$ cat src/rtl/irq_ctrl_pkg.sv
package irq_ctrl_pkg;
  localparam logic [4:0] OFS_RAW  = 5'h00;
  localparam logic [4:0] OFS_MASK = 5'h04;
  localparam logic [4:0] OFS_MCLR = 5'h08;
  localparam logic [4:0] OFS_MSET = 5'h0C;
  localparam logic [4:0] OFS_PEND = 5'h10;
  localparam int unsigned CTRL_BYTE = 32'h100;
  localparam int unsigned SORT_BYTE = 32'h104;
  localparam int unsigned BANK_STRIDE_LOG2 = 5;
endpackage

$ cat src/rtl/irq_sync.sv
module irq_sync #(
  parameter int W      = 96,
  parameter int STAGES = 2
) (
  input  logic         clk,
  input  logic         rst,
  input  logic [W-1:0] d_i,
  output logic [W-1:0] q_o
);
  logic [W-1:0] stg [STAGES];

  always_ff @(posedge clk) begin
    if (rst) stg[0] <= '0;
    else     stg[0] <= d_i;
  end

  for (genvar s = 1; s < STAGES; s++) begin : g_stage
    always_ff @(posedge clk) begin
      if (rst) stg[s] <= '0;
      else     stg[s] <= stg[s-1];
    end
  end

  assign q_o = stg[STAGES-1];
endmodule

$ cat src/rtl/irq_mask_bank.sv
module irq_mask_bank #(
  parameter int BANK_W = 32
) (
  input  logic              clk,
  input  logic              rst,
  input  logic              set_we,
  input  logic              clr_we,
  input  logic [BANK_W-1:0] wdata,
  input  logic [BANK_W-1:0] raw_i,
  output logic [BANK_W-1:0] mask_o,
  output logic [BANK_W-1:0] pend_o
);
  logic [BANK_W-1:0] mask_q;

  always_ff @(posedge clk) begin
    if (rst)         mask_q <= '1;
    else if (set_we) mask_q <= mask_q | wdata;
    else if (clr_we) mask_q <= mask_q & ~wdata;
  end

  assign mask_o = mask_q;
  assign pend_o = raw_i & ~mask_q;
endmodule

$ cat src/rtl/irq_arbiter.sv
module irq_arbiter #(
  parameter int NUM_SRC = 96,
  parameter int NUM_W   = 7
) (
  input  logic               clk,
  input  logic               rst,
  input  logic [NUM_SRC-1:0] pend_i,
  input  logic               agree_i,
  output logic               irq_o,
  output logic [NUM_W-1:0]   num_o
);
  logic             held_q;
  logic [NUM_W-1:0] num_q;
  logic             any_pend;
  logic [NUM_W-1:0] lowest;

  always_comb begin
    any_pend = |pend_i;
    lowest   = '0;
    for (int i = NUM_SRC - 1; i >= 0; i--) begin
      if (pend_i[i]) lowest = NUM_W'(i);
    end
  end

  always_ff @(posedge clk) begin
    if (rst) begin
      held_q <= 1'b0;
      num_q  <= '0;
    end else if (agree_i) begin
      held_q <= 1'b0;
    end else if (!held_q && any_pend) begin
      held_q <= 1'b1;
      num_q  <= lowest;
    end
  end

  assign irq_o = held_q;
  assign num_o = num_q;
endmodule

$ cat src/rtl/banked_irq_ctrl.sv
module banked_irq_ctrl #(
  parameter int NUM_BANKS   = 3,
  parameter int BANK_W      = 32,
  parameter int ADDR_W      = 12,
  parameter int SYNC_STAGES = 2
) (
  input  logic                          clk,
  input  logic                          rst,
  input  logic [NUM_BANKS*BANK_W-1:0]   irq_src_i,
  input  logic [ADDR_W-1:0]             bus_addr,
  input  logic                          bus_wr,
  input  logic [BANK_W-1:0]             bus_wdata,
  input  logic                          bus_rd,
  output logic [BANK_W-1:0]             bus_rdata,
  output logic                          irq_o
);
  import irq_ctrl_pkg::*;

  localparam int NUM_SRC = NUM_BANKS * BANK_W;
  localparam int NUM_W   = $clog2(NUM_SRC);
  localparam int SEL_W   = ADDR_W - BANK_STRIDE_LOG2;
  localparam logic [ADDR_W-3:0] CTRL_WORD = (ADDR_W-2)'(CTRL_BYTE >> 2);
  localparam logic [ADDR_W-3:0] SORT_WORD = (ADDR_W-2)'(SORT_BYTE >> 2);

  logic [NUM_SRC-1:0] raw_flat;
  logic [NUM_SRC-1:0] pend_flat;
  logic [BANK_W-1:0]  raw_bank  [NUM_BANKS];
  logic [BANK_W-1:0]  mask_bank [NUM_BANKS];
  logic [BANK_W-1:0]  pend_bank [NUM_BANKS];
  logic [NUM_BANKS-1:0] bank_hit;

  logic [SEL_W-1:0]  bank_sel;
  logic [4:0]        ofs;
  logic [ADDR_W-3:0] word_addr;
  logic              agree;
  logic [NUM_W-1:0]  sort_num;
  logic [BANK_W-1:0] rd_mux;
  logic [BANK_W-1:0] rdata_q;

  assign bank_sel  = bus_addr[ADDR_W-1:BANK_STRIDE_LOG2];
  assign ofs       = {bus_addr[4:2], 2'b00};
  assign word_addr = bus_addr[ADDR_W-1:2];
  assign agree     = bus_wr && (word_addr == CTRL_WORD) && bus_wdata[0];

  irq_sync #(.W(NUM_SRC), .STAGES(SYNC_STAGES)) u_sync (
    .clk (clk),
    .rst (rst),
    .d_i (irq_src_i),
    .q_o (raw_flat)
  );

  for (genvar g = 0; g < NUM_BANKS; g++) begin : g_bank
    logic set_we;
    logic clr_we;
    assign bank_hit[g]  = (bank_sel == SEL_W'(g));
    assign raw_bank[g]  = raw_flat[g*BANK_W +: BANK_W];
    assign set_we       = bus_wr && bank_hit[g] && (ofs == OFS_MSET);
    assign clr_we       = bus_wr && bank_hit[g] && (ofs == OFS_MCLR);

    irq_mask_bank #(.BANK_W(BANK_W)) u_bank (
      .clk    (clk),
      .rst    (rst),
      .set_we (set_we),
      .clr_we (clr_we),
      .wdata  (bus_wdata),
      .raw_i  (raw_bank[g]),
      .mask_o (mask_bank[g]),
      .pend_o (pend_bank[g])
    );

    assign pend_flat[g*BANK_W +: BANK_W] = pend_bank[g];
  end

  irq_arbiter #(.NUM_SRC(NUM_SRC), .NUM_W(NUM_W)) u_arb (
    .clk     (clk),
    .rst     (rst),
    .pend_i  (pend_flat),
    .agree_i (agree),
    .irq_o   (irq_o),
    .num_o   (sort_num)
  );

  always_comb begin
    rd_mux = '0;
    if (word_addr == SORT_WORD) begin
      rd_mux = BANK_W'(sort_num);
    end else begin
      for (int g = 0; g < NUM_BANKS; g++) begin
        if (bank_hit[g]) begin
          case (ofs)
            OFS_RAW:  rd_mux = raw_bank[g];
            OFS_MASK: rd_mux = mask_bank[g];
            OFS_PEND: rd_mux = pend_bank[g];
            default:  rd_mux = '0;
          endcase
        end
      end
    end
  end

  always_ff @(posedge clk) begin
    if (rst)         rdata_q <= '0;
    else if (bus_rd) rdata_q <= rd_mux;
  end

  assign bus_rdata = rdata_q;
endmodule

$ cat config.mk
export PLATFORM = sky130hd
export DESIGN_NAME = banked_irq_ctrl
export DESIGN_NICKNAME = d
export VERILOG_FILES = /design/src/rtl/irq_ctrl_pkg.sv /design/src/rtl/irq_sync.sv /design/src/rtl/irq_mask_bank.sv /design/src/rtl/irq_arbiter.sv /design/src/rtl/banked_irq_ctrl.sv
export SDC_FILE = /design/constraint.sdc
export NUM_CORES = 1
export LEC_CHECK = 0
export BUFFER_PORTS_ARGS = -buffer_cell sky130_fd_sc_hd__buf_4
export CAP_MARGIN = 20
export CORE_ASPECT_RATIO = 1.5
export CORE_UTILIZATION = 30
export CTS_CLUSTER_SIZE = 20
export DETAILED_ROUTE_END_ITERATION = 10
export SKIP_CTS_REPAIR_TIMING = 1
export SYNTH_ARGS = -nofsm -noshare
export SYNTH_HDL_FRONTEND = slang
export SYNTH_SLANG_ARGS = --single-unit
$ cat constraint.sdc
create_clock -name clk -period 5 [get_ports clk]
set_clock_uncertainty 0.1 [all_clocks]
set_input_delay 0.25 -clock clk [delete_from_list [all_inputs] [get_ports clk]]
set_output_delay 0.25 -clock clk [all_outputs]
set_load 0.02 [all_outputs]
### Word-level counts from Yosys, hierarchy flattened

Memory sizes are Yosys's and may differ from the RTL's.
Cells that the tools add are included.

* bits in registers: 136
* bits in latches: 0
* bits in writable memories: 192
* bits in read-only memories: 0
* input bits: 144
* output and inout bits: 33
* logic and storage cells: 166
* memories: 1

* $add $sub $neg: 0
* multiply operators: 0
* divide/modulo/power cells: 0
* $lt $le $gt $ge: 0
* equal/unequal tests: 8
* shift-type cells: 0
* multiplexer cells: 114
* bitwise logic cells: 16
* reductions and logical operators: 21

Memory list
* u_sync.stg: depth 2, width 96, read ports 2, clocked after Yosys merged registers in 0, write ports 2, line irq_sync.sv:10 `logic [W-1:0] stg [STAGES];`

Operators with widths (count)
* 2-to-1 mux 7 bit: 96
* 2-to-1 mux 32 bit: 10
* case mux 32 bit (3 select lines): 3
* AND 32 bit: 6
* 2-to-1 mux 96 bit: 2
* NOT 32 bit: 4
* OR 32 bit: 3
* OR reduction 96 bit: 1
* equality test 10 x 7 -> 1 bit (second input constant): 2
* logical AND 1 bit: 12
* equality test 7 x 1 -> 1 bit (second input constant): 1
* equality test 7 x 2 -> 1 bit (second input constant): 1
* logical NOT 7 bit: 1
* equality test 3 x 2 -> 1 bit (second input constant): 2
* nonzero test 2 bit: 3
* logical NOT 5 bit: 1
* equality test 3 x 1 -> 1 bit (second input constant): 1
* equality test 3 bit (second input constant): 1
* 2-to-1 mux 1 bit: 3
* OR 1 bit: 2
* AND reduction 2 bit: 1
* OR reduction 2 bit: 1
* logical NOT 1 bit: 1
* NOT 1 bit: 1

### Longest topological paths before layout

* depth in word-level cells: 98
* mapped depth: 8
* depth with buffers taken out: 7

### Hierarchy

Synthesis repeated with hierarchy kept, for this count alone.

* cell total of the unflattened synthesis: 1551
* area total of the unflattened synthesis: 14849.2 um^2

Modules (own cells, without submodules)
* irq_sync: times used 1, cells an instance 405, area an instance 5148.7 um^2, seq. area each 3843.7 um^2
* banked_irq_ctrl: times used 1, cells an instance 494, area an instance 4097.7 um^2, seq. area each 640.6 um^2
* irq_mask_bank: times used 3, cells an instance 137, area an instance 1337.5 um^2, seq. area each 640.6 um^2
* irq_arbiter: times used 1, cells an instance 241, area an instance 1590.3 um^2, seq. area each 160.2 um^2

### Least setup slack after synthesis

No wires, ideal clock.

* path type: register -> register
* from: mem u_sync.stg[1][25]
* to: reg u_arb.num_q[2], in the netlist u_arb.num_o[2]
* library setup time: 0.101 ns
* arrival time: 2.095 ns
* required time: 4.799 ns
* path slack: 2.704 ns
* stages on the path, launching flop included: 9
* buffers on the path: 1
* period minus slack after synthesis: 2.296 ns
* path through: dfxtp_1 -> nor2b_2 -> or4_4 -> nor4_4 -> nand4_2 -> o31ai_4 -> buf_6 -> nand3_1 -> o41ai_1

RTL lines
* start, declared: line irq_sync.sv:10
* end signal, assigned: line irq_arbiter.sv:33 `num_q <= lowest;`
* end, declared: line irq_arbiter.sv:13 `logic [NUM_W-1:0] num_q;`

==> flow_metrics.env <==
export IMPL_status="completed"
export IMPL_final_hold_violation_count=0
export IMPL_die_width_um=181.0
export IMPL_maximum_number_of_pins_on_one_net_before_global_route_repair=102
export IMPL_drive_gt1_share_pct=13.77
export IMPL_detailroute_via_count=12780
export IMPL_synth_enable_flop_cells=0
export IMPL_routed_top_layer="met4"
export IMPL_drtIter0Drc=808
export IMPL_hold_path_class="in2reg"
export IMPL_ys_types=65
export IMPL_fin_crit_ns=3.018
export IMPL_antenna_found_initial=1
export IMPL_layout_common_cells="dfxtp_1, nor2b_1, nand2_1"
export IMPL_globalRoute_totalOverflow=0
export IMPL_chipHeight_um=270.5
export IMPL_flip_flop_and_latch_count_after_synthesis=328
export IMPL_timing_final_max_slew_violations=0
export IMPL_p_per_area_nw_per_um2=305.0
export IMPL_crit_path_max_fanout=12
export IMPL_final_nets=2070
export IMPL_async_reset_ff_share_pct=0
export IMPL_die_area_um2=48970
export IMPL_period_share_pct=60.36
export IMPL_placement_cell_area_um2=16190
export IMPL_core_area_um2=47580
export IMPL_slew_limit_headroom_pct=31.40
export IMPL_hold_path_cell_count=2
export IMPL_post_layout_total_power_uw=5650
export IMPL_fmax_ghz=0.3314
export IMPL_r2r_setup_slack_ns=1.98
export IMPL_avgViaCountPerCell=5.017
export IMPL_synthToLayoutAreaGrowth_pct=28.47
export IMPL_r2r_cells=7
export IMPL_portBuffers=174
export IMPL_setup_worst_path_end_class="register"
export IMPL_setup_repair_after_global_routing_missed_its_margin="no"
export IMPL_clock_tree_buffer_depth=3
export IMPL_p_leak_uw=0.007844
export IMPL_gpl_wtd_cong=0.9121
export IMPL_criticalPathCategory="reg2reg"
export IMPL_wl_mm=45.81
export IMPL_critical_path_arrival_ns=3.35
export IMPL_holdWs_ns=0.07369
export IMPL_clockRootBuffer="clkbuf_16"
export IMPL_clkLatencyLatePin_ns=0.58
export IMPL_detail_route_first_pass_iterations=5
export IMPL_worst_ir_drop_vdd_uv=300.2
export IMPL_top_level_ports=177
export IMPL_hp_start="rst"
export IMPL_synth_yosys_seq_area_share_pct=45.54
export IMPL_worst_setup_hold_path_clk_slew_ns=0.07
export IMPL_r2r_end="u_arb.num_o[4]"
export IMPL_cell_count_final_fillers_out=2547
export IMPL_wire_per_inst_um=17.99
export IMPL_critPathRequiredTime_ns=5.34
export IMPL_syn_inst=1687
export IMPL_cts_tree="yes"
export IMPL_dpl_cell_count=2364
export IMPL_placementRows=98
export IMPL_max_stage_delay_ns=0.82
export IMPL_route_antenna_remaining_nets=0
export IMPL_met3_wirelength_mm=2.158
export IMPL_worst_slew_pin_transition_ns=1.003
export IMPL_met1_wirelength_mm=19.85
export IMPL_synthesis_yosys_warnings=0
export IMPL_mostFrequentLayoutCell="dfxtp_1"
export IMPL_setup_viol=0
export IMPL_hpwl_mm=32.56
export IMPL_routed_wl_met2_mm=21.54
export IMPL_cts_inserted_buffers=31
export IMPL_start_util_pct=30.31
export IMPL_worst_path_slowest_cell="nor4_1"
export IMPL_crit_path_cell_trace="nor2b_1 > nor4_1 > nor4b_4 > nand4_2 > o31ai_4 > a211o_2 > a21oi_2"
export IMPL_drcViolationCount=0
export IMPL_max_cap_violations=0
export IMPL_post_synth_instance_area_um2=14420
export IMPL_stdcell_area_um2=18530
export IMPL_totalNegativeSetupSlack_ns=0
export IMPL_crit_path_start_kind="register"
export IMPL_grt_util_all_layers_pct=18.05
export IMPL_hold_end="u_sync.stg[0][94]"
export IMPL_grt_pass1_vias=11700
export IMPL_grt_first_pass_wirelength_mm=68.65
export IMPL_ctsHtreeMaxLevel=1
export IMPL_most_used_dff_post_synth="dfxtp_1"
export IMPL_synth_fp_nets=1831
export IMPL_post_synth_cell_area_avg_um2=8.548
export IMPL_cts_num_sinks=328
[power by group]
| part | internal [µW] | switching [µW] |
|---|---|---|
| clock | 1380 | 1040 |
| combinational | 246 | 240 |
| sequential | 2700 | 42.2 |
[final cells by class]
cell class / instances / area [µm²]
fill: 4827 / 29050
clock buffer: 36 / 824.5
antenna: 1 / 2.502
inverter: 13 / 51.30
multi-input combinational: 1234 / 7386
timing repair buffer: 318 / 2740
clock inverter: 17 / 203.9
sequential: 328 / 6566
tap: 600 / 750.7
[cell families (layout without fill, tap and decap cells)]
| kind of cell | Yosys count | after routing | share of synthesized area (%) |
|---|---|---|---|
| simple gates | 851 | 851 | 31.35 |
| flops | 328 | 328 | 45.54 |
| compound gates | 290 | 290 | 13.28 |
| buf+inv | 125 | 384 | 3.375 |
| mux | 93 | 93 | 6.456 |
| other cells | 0 | 1 | 0 |
[worst max path at each step]
| stage | from | end | slack [ns] |
|---|---|---|---|
| final | register | u_arb.num_o[4] | 1.98 |
| after global routing | register | u_arb.num_o[4] | 1.84 |
| after CTS | u_sync.stg[1][5] | u_arb.num_o[4] | 2.00 |
| after detailed placement | u_sync.stg[1][4] | u_arb.num_o[4] | 2.00 |
| after global placement | u_sync.stg[1][4] | u_arb.num_o[4] | 2.03 |
| after floorplan | u_sync.stg[1][25] | u_arb.num_o[2] | 2.70 |
[cells in the mapped netlist, types with 5 or more instances]
cell type / number / share of area [%]
o2111ai_1: 5 / 0.30
a311oi_1: 7 / 0.43
buf_2: 8 / 0.28
clkbuf_1: 96 / 2.5
nor3_1: 8 / 0.28
mux2i_1: 93 / 6.5
a211oi_1: 46 / 2.4
a21oi_1: 110 / 3.8
nor4_1: 10 / 0.43
inv_1: 13 / 0.34
o211ai_1: 56 / 2.9
nand3_1: 203 / 7.0
nor2_1: 58 / 1.5
nor2b_1: 241 / 10
nand2b_1: 67 / 2.9
nand4_1: 17 / 0.74
nand2_1: 213 / 5.5
o21ai_0: 19 / 0.66
a2111oi_0: 6 / 0.36
dfxtp_1: 328 / 46
a31oi_1: 5 / 0.22
buf_1: 7 / 0.18
[critical path: cells and delay by family (launching register included)]
kind	cells	cell delay, ns
AO/OA/AOI/OAI	3	0.84
flip-flops	1	0.38
AND/OR/NAND/NOR	4	1.56
[per-layer routing]
| layer | GRT usage, % | vias to the layer above |
|---|---|---|
| li1 | - | 6356 |
| met1 | 23.28 | 5896 |
| met2 | 29.49 | 417 |
| met3 | 1.938 | 109 |
| met4 | 9.746 | 0 |
| met5 | 0 | - |
[metrics by stage]
stage / util, % / worst slack (ns)
2_1_floorplan: - / 2.704
6_report: 38.94 / 1.982
3_3_place_gp: 34.04 / 2.034
3_5_place_dp: 34.04 / 2.000
4_1_cts: 36.20 / 1.998
5_1_grt: 38.94 / 1.838
(Power assumes the default switching activity.)
